### src/rtl/opr_micro_pkg.sv
package opr_micro_pkg;
  parameter int ACC_W  = 12;
  parameter int INSN_W = 12;
  localparam int HALF_W = ACC_W / 2;
  localparam int WIDE_W = ACC_W + 1;

  // micro-op field positions inside the instruction word
  localparam int B_ZERO_ACC  = 7;
  localparam int B_ZERO_LINK = 6;
  localparam int B_INV_ACC   = 5;
  localparam int B_INV_LINK  = 4;
  localparam int B_ROT_R     = 3;
  localparam int B_ROT_L     = 2;
  localparam int B_PAIR      = 1;
  localparam int B_BUMP      = 0;

  typedef struct packed {
    logic zero_acc;
    logic zero_link;
    logic inv_acc;
    logic inv_link;
    logic rot_r;
    logic rot_l;
    logic pair;
    logic bump;
  } micro_t;

  typedef struct packed {
    logic rd_acc;
    logic wr_acc;
    logic rd_link;
    logic wr_link;
  } hazard_t;
endpackage

### src/rtl/opr_field_decode.sv
module opr_field_decode
  import opr_micro_pkg::*;
(
  input  logic [INSN_W-1:0] instr,
  output micro_t            ops,
  output hazard_t           haz
);
  logic unused_hi;
  assign unused_hi = ^instr[INSN_W-1:B_ZERO_ACC+1];

  always_comb begin
    ops.zero_acc  = instr[B_ZERO_ACC];
    ops.zero_link = instr[B_ZERO_LINK];
    ops.inv_acc   = instr[B_INV_ACC];
    ops.inv_link  = instr[B_INV_LINK];
    ops.rot_r     = instr[B_ROT_R];
    ops.rot_l     = instr[B_ROT_L];
    ops.pair      = instr[B_PAIR];
    ops.bump      = instr[B_BUMP];
  end

  always_comb begin
    haz.rd_acc  = ops.inv_acc | ops.rot_r | ops.rot_l | ops.pair | ops.bump;
    haz.wr_acc  = haz.rd_acc | ops.zero_acc;
    haz.rd_link = ops.inv_link | ops.rot_r | ops.rot_l | ops.bump;
    haz.wr_link = haz.rd_link | ops.zero_link;
  end
endmodule

### src/rtl/opr_pre_stage.sv
module opr_pre_stage
  import opr_micro_pkg::*;
(
  input  micro_t           ops,
  input  logic [ACC_W-1:0] acc_i,
  input  logic             link_i,
  output logic [ACC_W-1:0] acc_o,
  output logic             link_o
);
  logic [ACC_W-1:0] acc_cl, acc_iv;
  logic             link_cl, link_iv;
  logic [ACC_W:0]   sum;

  always_comb begin
    acc_cl  = ops.zero_acc  ? '0 : acc_i;
    link_cl = ops.zero_link ? 1'b0 : link_i;
    acc_iv  = ops.inv_acc  ? ~acc_cl  : acc_cl;
    link_iv = ops.inv_link ? ~link_cl : link_cl;
    sum     = {1'b0, acc_iv} + {{ACC_W{1'b0}}, ops.bump};
    acc_o   = sum[ACC_W-1:0];
    link_o  = link_iv ^ sum[ACC_W];
  end

  // wrap of the increment must flip the link
  always_comb begin
    if (ops.bump && acc_o == '0)
      p_wrap_flips_link_r3: assert (link_o != link_iv)
        else $error("wrap did not flip link");
  end
endmodule

### src/rtl/opr_shift_stage.sv
module opr_shift_stage
  import opr_micro_pkg::*;
(
  input  micro_t           ops,
  input  logic [ACC_W-1:0] acc_i,
  input  logic             link_i,
  output logic [ACC_W-1:0] acc_o,
  output logic             link_o
);
  localparam int STEPS = 2;

  logic [WIDE_W-1:0] rr [STEPS+1];
  logic [WIDE_W-1:0] rl [STEPS+1];
  logic [WIDE_W-1:0] result;
  logic [ACC_W-1:0]  swapped;
  logic              one_rot;

  assign rr[0] = {link_i, acc_i};
  assign rl[0] = {link_i, acc_i};

  for (genvar s = 0; s < STEPS; s++) begin : g_step
    assign rr[s+1] = {rr[s][0], rr[s][WIDE_W-1:1]};
    assign rl[s+1] = {rl[s][WIDE_W-2:0], rl[s][WIDE_W-1]};
  end

  assign swapped = {acc_i[HALF_W-1:0], acc_i[ACC_W-1:HALF_W]};
  assign one_rot = ops.rot_r ^ ops.rot_l;

  always_comb begin
    result = {link_i, acc_i};
    if (one_rot && ops.rot_r)
      result = ops.pair ? rr[2] : rr[1];
    else if (one_rot && ops.rot_l)
      result = ops.pair ? rl[2] : rl[1];
    else if (ops.pair && !ops.rot_r && !ops.rot_l)
      result = {link_i, swapped};
    link_o = result[WIDE_W-1];
    acc_o  = result[ACC_W-1:0];
  end

  // rotate and swap only move bits
  always_comb begin
    p_bits_conserved_r4: assert ($countones({link_o, acc_o}) == $countones({link_i, acc_i}))
      else $error("rotate/swap changed bit count");
  end
endmodule

### src/rtl/opr_micro_unit.sv
module opr_micro_unit
  import opr_micro_pkg::*;
(
  input  logic              clk,
  input  logic              rst,
  input  logic              in_valid,
  input  logic [INSN_W-1:0] in_instr,
  input  logic [ACC_W-1:0]  in_acc,
  input  logic              in_link,
  output logic              done,
  output logic [ACC_W-1:0]  out_acc,
  output logic              out_link,
  output logic              rd_acc,
  output logic              wr_acc,
  output logic              rd_link,
  output logic              wr_link
);
  micro_t           ops;
  hazard_t          haz;
  logic [ACC_W-1:0] mid_acc, fin_acc;
  logic             mid_link, fin_link;

  opr_field_decode u_dec (
    .instr (in_instr),
    .ops   (ops),
    .haz   (haz)
  );

  opr_pre_stage u_pre (
    .ops    (ops),
    .acc_i  (in_acc),
    .link_i (in_link),
    .acc_o  (mid_acc),
    .link_o (mid_link)
  );

  opr_shift_stage u_shf (
    .ops    (ops),
    .acc_i  (mid_acc),
    .link_i (mid_link),
    .acc_o  (fin_acc),
    .link_o (fin_link)
  );

  always_ff @(posedge clk) begin
    if (rst) begin
      done     <= 1'b0;
      out_acc  <= '0;
      out_link <= 1'b0;
      rd_acc   <= 1'b0;
      wr_acc   <= 1'b0;
      rd_link  <= 1'b0;
      wr_link  <= 1'b0;
    end else begin
      done <= in_valid;
      if (in_valid) begin
        out_acc  <= fin_acc;
        out_link <= fin_link;
        rd_acc   <= haz.rd_acc;
        wr_acc   <= haz.wr_acc;
        rd_link  <= haz.rd_link;
        wr_link  <= haz.wr_link;
      end
    end
  end

  p_done_after_strobe_r9: assert property (@(posedge clk) disable iff (rst)
    done |-> $past(in_valid));
  p_hold_when_idle_r9: assert property (@(posedge clk) disable iff (rst)
    !in_valid |=> (!done && $stable(out_acc) && $stable(out_link)));
  p_read_implies_write_r8: assert property (@(posedge clk) disable iff (rst)
    (rd_acc |-> wr_acc) and (rd_link |-> wr_link));
  p_acc_untouched_r8: assert property (@(posedge clk) disable iff (rst)
    (in_valid && !haz.wr_acc) |=> out_acc == $past(in_acc));
  p_link_untouched_r8: assert property (@(posedge clk) disable iff (rst)
    (in_valid && !haz.wr_link) |=> out_link == $past(in_link));
endmodule

### config.mk
export PLATFORM = sky130hd
export DESIGN_NAME = opr_micro_unit
export DESIGN_NICKNAME = d
export VERILOG_FILES = /design/src/rtl/opr_micro_pkg.sv /design/src/rtl/opr_field_decode.sv /design/src/rtl/opr_pre_stage.sv /design/src/rtl/opr_shift_stage.sv /design/src/rtl/opr_micro_unit.sv
export SDC_FILE = /design/constraint.sdc
export NUM_CORES = 1
export LEC_CHECK = 0
export BUFFER_PORTS_ARGS = -buffer_cell sky130_fd_sc_hd__buf_2
export CORE_AREA = 2 2 51 100
export CTS_BUF_LIST = sky130_fd_sc_hd__clkbuf_16
export CTS_CLUSTER_DIAMETER = 60
export CTS_CLUSTER_SIZE = 14
export DETAILED_ROUTE_END_ITERATION = 8
export DIE_AREA = 0 0 53 102
export MAX_ROUTING_LAYER = met4
export PLACE_DENSITY = 0.76
export SYNTH_ARGS = -nofsm -noshare
export SYNTH_HDL_FRONTEND = slang
export SYNTH_SLANG_ARGS = --single-unit
### constraint.sdc
create_clock -name clk -period 3 [get_ports clk]
set_input_delay 0 -clock clk [delete_from_list [all_inputs] [get_ports clk]]
set_output_delay 0 -clock clk [all_outputs]
set_load 0.02 [all_outputs]
==> flow_summary_export.csv, run 1 <==
group,metric,value,unit
floorplan,die_h,102,microns
timing,skew,0,ns
synthesis,ys_warn_count,0,
synthesis,synthArstFlopShare,0,%
clocking,cts_buffer_depth,2,
synthesis,synthCells,289,
synthesis,synth-seq-area-share,17.8,%
floorplan,core,4600,sq um
detailed_routing,firstDrtPassIters,4,
setup_path,setup.worst_path.start,"in_instr[7]",
timing,finalCritPeriodShare,74.8,%
detailed_routing,viasPerCell,6.38,
finish,drive_gt1_share,19.9,%
power_and_ir_drop,peakVddDrop,259,uV
clocking,clk_latency,0.25,ns
synthesis,synth_edf_count,0,
hold_path,hold_class,"in2reg",
detailed_routing,num_vias,2397,
global_routing,grt_usage,27.7,%
global_routing,grt_pass1_vias,2309,
synthesis,synth_ff_type,"dfxtp_1",
power_and_ir_drop,power_density,388,nW/um^2
finish,antenna_cells,0,
flow_run,maxCapViolations,0,
placement,gp_congestion,0.973,
timing,max_slew_margin,50.3,%
timing,drv_slew,0,
floorplan,ioPinCount,46,
hold_path,min_path_cells,3,
floorplan,row_count,35,
timing,whs,0.0622,ns
clocking,cts_tree,"built",
power_and_ir_drop,leakagePower,0.922,nW
placement,dpl.hpwl,5290,microns
clocking,cts_setup_buffers,0,
clocking,cts_resized,0,
floorplan,die_area,5410,sq um
finish,fillers,507,
setup_path,cp_max_fo,9,
timing,fin_crit,2.24,ns
placement,io_buffers,41,
global_routing,grt-ovfl-total,0,
clocking,htree_levels,1,
setup_path,critPathRequiredTime,3.14,ns
floorplan,fp.dieW,53,microns
synthesis,syn-cell-area,2030,sq um
synthesis,yosysTopAreaCellShare,17.8,%
synthesis,yosysMostFrequentCell,"nand2_1",
status,status,"finished, final reports clean",
timing,tightest_slew,0.726,ns
detailed_routing,drc_errors,0,
clocking,holdBufCountCts,0,
hold_path,min-delay-start,"in_instr[4]",
clocking,path_clk_slew,0.06,ns
synthesis,yosysTopAreaCell,"dfxtp_1",
timing,hold_viol_final,0,
synthesis,synthTopCellsByArea,"dfxtp_1 (18%), nand2_1 (5.9%), xnor2_1 (5.6%), nor2_1 (5.4%), a21oi_1 (4.2%)",
global_routing,grt_max_degree,31,
setup_path,rr_startpoint,"out_acc[8]",
global_routing,antenna_found_initial,0,
timing,fin_tns_setup,0,ns
global_routing,grt_pass1_wl,11000,microns
finish,nets,352,
synthesis,netlist_top_cells_count,"nand2_1 (32), nor2_1 (29), dfxtp_1 (18)",
synthesis,yosysUniqueCellTypes,69,
setup_path,critPathLaunchType,"primary input",
timing,fmax,446,MHz
detailed_routing,ant_nets,0,
timing,rsz0062_at_grt,"false",
setup_path,crit_type,"in2reg",
clocking,numCtsBuffers,3,
clocking,numClockSinks,18,
finish,area_delta_synth_final,15.6,%
synthesis,syn_avg_cell_area,7.01,sq um
detailed_routing,routedWlPerCell,17.9,microns
synthesis,syn-num-nets,319,
floorplan,start_util,44.1,%
setup_path,end_kind,"flip-flop",
synthesis,synth-seq-cells,18,
detailed_routing,routed_wirelength,6720,microns
setup_path,reg2regPathDepth,5,
clocking,cts_root_buffer,"clkbuf_16",
detailed_routing,drt_iter0_drc,103,
power_and_ir_drop,fin_total_pwr,0.000908,W
setup_path,r2r_setup_slack,1.97,ns
timing,setup_viol,0,
setup_path,critical_path_arrival,2.38,ns
==> layer usage <==
| layer | share of wire [%] | wire length [microns] | vias up | global-route usage, % |
|---|---|---|---|---|
| li1 | - | - | 1147 | - |
| met1 | 36 | 2400 | 1104 | 27.6 |
| met2 | 54 | 3610 | 111 | 48.3 |
| met3 | 4.2 | 279 | 35 | 2.63 |
| met4 | 6.4 | 429 | 0 | 19.7 |
| met5 | 0 | 0 | - | - |
==> path summary, 6_finish.rpt <==
kind,endpoint
max reg2reg,out_acc[8]
max,out_acc[5]
min reg2reg,out_acc[4]
min,rd_link
==> cells in the final DEF, fill, tap and decap left out, types with 8 or more instances in the layout <==
master,count
a21oi_1,17
a31oi_1,8
buf_2,41
buf_4,9
dfxtp_1,18
nand2_1,32
nand2b_1,9
nand3_1,8
nor2_1,29
nor2b_1,11
nor3_1,10
o21ai_0,13
xnor2_1,13
==> state kept, by name, summed over array words and instances, names as in the netlist <==
name / cells
rd_acc: 1
wr_link: 1
out_link: 1
wr_acc: 1
done: 1
rd_link: 1
out_acc: 12
==> through the flow <==
stage,utilization [%],setup WS [ns],area (sq um),cells
2_1_floorplan,-,0.459,2030,289
3_3_place_gp,49.2,0.592,2260,372
3_5_place_dp,49.2,0.500,2260,372
4_1_cts,50.9,0.757,2340,376
5_1_grt,50.9,0.476,2340,376
6_report,50.9,0.757,2340,376
==> kinds of logic (layout without fill, tap and decap cells) <==
| kind of cell | count (synthesis) | in the layout | synth area share [%] |
|---|---|---|---|
| adders and majority gates | 2 | 2 | 1.23 |
| DFF | 18 | 18 | 17.8 |
| AOI/OAI and AO/OA | 99 | 99 | 35.2 |
| xor gates and xnor gates | 14 | 14 | 6.05 |
| buffers and inverters | 29 | 61 | 6.48 |
| and+or+nand+nor | 123 | 123 | 31.2 |
| muxes | 4 | 4 | 2.10 |
==> critical path, stage by stage <==
cell and delay [ns]:
buf_2 0.11, clkinv_1 0.05, nand2_1 0.05, xnor2_1 0.20, ha_1 0.38, nand2b_1 0.14
a2111oi_0 0.69, nor3_2 0.17, mux2_2 0.30, a32oi_1 0.19, o31ai_1 0.09
==> final cells by class <==
type	instances	area [sq um]	area share (%)
Tap cell	55	68.8	2.94
Multi-Input combinational cell	242	1540	65.5
Clock buffer	3	75.1	3.21
Clock inverter	1	3.75	0.160
Sequential cell	18	360	15.4
Inverter	7	26.3	1.12
Timing Repair Buffer	50	273	11.6
==> report_power, final <==
group	switching (W)	internal [W]	leakage, nW
sequential	0.0000105	0.000261	0.149
clock	0.000100	0.000178	0.0385
combinational	0.000222	0.000136	0.734
No activity file was read; power rests on OpenSTA's default activity.
==> run 2, diff against run 1 <==
clock period = 2.1 ns   (was 3 ns; I/O delays follow)
==> flow_summary_export.csv, run 2 (synthesized netlist as in run 1, its figures left out) <==
group,metric,value,unit
timing,finalCritPeriodShare,97.4,%
timing,fmax,489,MHz
timing,max_slew_margin,58.5,%
setup_path,critPathLaunchType,"primary input",
detailed_routing,wl_met3,512,microns
detailed_routing,m1WireLength,2590,microns
finish,most-common-layout-cells,"buf_4 (61), buf_2 (41), nand2_1 (31), nor2_1 (28), dfxtp_1 (18)",
clocking,htree_levels,1,
finish,seq_area,360,sq um
floorplan,start_util,44.1,%
timing,drv_slew,0,
floorplan,row_count,35,
global_routing,antenna_found_initial,0,
finish,top_register,"out_acc",
flow_run,maxCapViolations,0,
finish,finalInstanceArea,2850,sq um
setup_path,path_common_cell,"buf_4",
timing,setup_ws,0.0536,ns
finish,area_delta_synth_final,40.6,%
timing,tightest_slew,0.621,ns
detailed_routing,drt_iter0_drc,123,
setup_path,critPathRequiredTime,2.25,ns
clocking,cts_root_buffer,"clkbuf_16",
timing,whs,0.0646,ns
timing,setup_viol,0,
detailed_routing,num_vias,2762,
placement,io_buffers,41,
finish,layout_commonest_cell,"buf_4",
power_and_ir_drop,leakagePower,1.21,nW
detailed_routing,routed.top_layer,"met4",
power_and_ir_drop,peakVddDrop,641,uV
global_routing,grt_pass1_vias,2630,
finish,largest_reg_flops,12,
setup_path,critical_path_arrival,2.19,ns
clocking,path_clk_slew,0.06,ns
timing,fin_crit,2.05,ns
finish,drive_gt1_share,34.5,%
setup_path,cpPeakStageDelay,0.29,ns
finish,nets,405,
floorplan,die_h,102,microns
finish,instances_no_fill,429,
placement,dpl.hpwl,6400,microns
finish,multiInputGateArea,1630,sq um
clocking,clk_latency,0.25,ns
placement,gp_congestion,1.17,
global_routing,grt_max_degree,19,
detailed_routing,routedWlPerCell,19.0,microns
setup_path,cp_slowest_cell,"a32o_1",
global_routing,grt_pass1_wl,12700,microns
global_routing,grt_usage,32.9,%
placement,dp_worst_setup_slack,-0.212,ns
hold_path,hold_class,"in2reg",
floorplan,core,4600,sq um
detailed_routing,ant_nets,0,
detailed_routing,routed_wirelength,8170,microns
setup_path,end_kind,"flip-flop",
setup_path,crit_type,"in2reg",
status,status,"finished, final reports clean",
clocking,numClockSinks,18,
floorplan,ioPinCount,46,
setup_path,cp_max_fo,7,
clocking,cts_buffer_depth,2,
power_and_ir_drop,fin_total_pwr,0.00145,W
clocking,numCtsBuffers,3,
detailed_routing,met2_length,4270,microns
timing,skew,0,ns
finish,antenna_cells,0,
detailed_routing,firstDrtPassIters,8,
finish,fillers,430,
placement,dpl_cell_area,2700,sq um
floorplan,die_area,5410,sq um
placement,dpl.cell_count,423,
floorplan,fp.dieW,53,microns
detailed_routing,viasPerCell,6.44,
clocking,cts_tree,"built",
setup_path,crit_chain,"buf_2, buf_4, xnor2_4, ha_4, buf_4, inv_4, buf_4, nor3b_1, o211a_1, nor2_1, nor2_1, o21ai_0, a32o_1",
global_routing,grt-ovfl-total,0,
power_and_ir_drop,power_density,508,nW/um^2
clocking,holdBufCountCts,0,
detailed_routing,drc_errors,0,
timing,hold_viol_final,0,
==> run 2: per-stage QoR <==
step,TNS (ns),utilization (%)
global placement,-1.06,58.7
global route,-0.0547,62.0
finish,0,62.0
floorplan,-0.557,-
CTS,0,60.4
detailed placement,-1.70,58.7
==> run 2: worst max-delay path, delay by kind of cell <==
family	cells	cell delay (ns)
buffers and inverters	5	0.57
adder cells (fa/ha/maj)	1	0.17
AND/OR/NAND/NOR	3	0.57
XOR/XNOR	1	0.21
AO/OA/AOI/OAI	3	0.67
==> run 2: worst paths after layout <==
path               start         end  slack [ns]  cells after the start
max          in_instr[5]  out_acc[2]        0.05                     13
min reg2reg   out_acc[7]  out_acc[7]        0.47                      1
max reg2reg   out_acc[8]  out_acc[8]        1.05                      5
min          in_instr[6]     wr_link        0.06                      3
==> run 2: final cells by class <==
class                      instances  area share, %
timing repair buffer             103           24.0
sequential                        18           12.6
clock buffer                       3           2.63
tap                               55           2.41
multi-input combinational        242           57.0
clock inverter                     1          0.132
inverter                           7           1.19
==> run 2: repair_timing <==
action,CTS,global route
setup endpoints to repair,0,6
setup buffers,0,2
hold endpoints to repair,0,0
gates resized for setup,0,9
==> run 2: power by group <==
part | switching, W | internal (W)
sequential | 0.0000184 | 0.000372
clock | 0.000153 | 0.000254
combinational | 0.000368 | 0.000282
total | 0.000540 | 0.000909
==> run 2: per-layer routing <==
layer,up-vias,track usage (%)
li1,1256,-
met1,1267,30.2
met2,167,56.6
met3,72,5.26
met4,0,27.4
met5,-,-
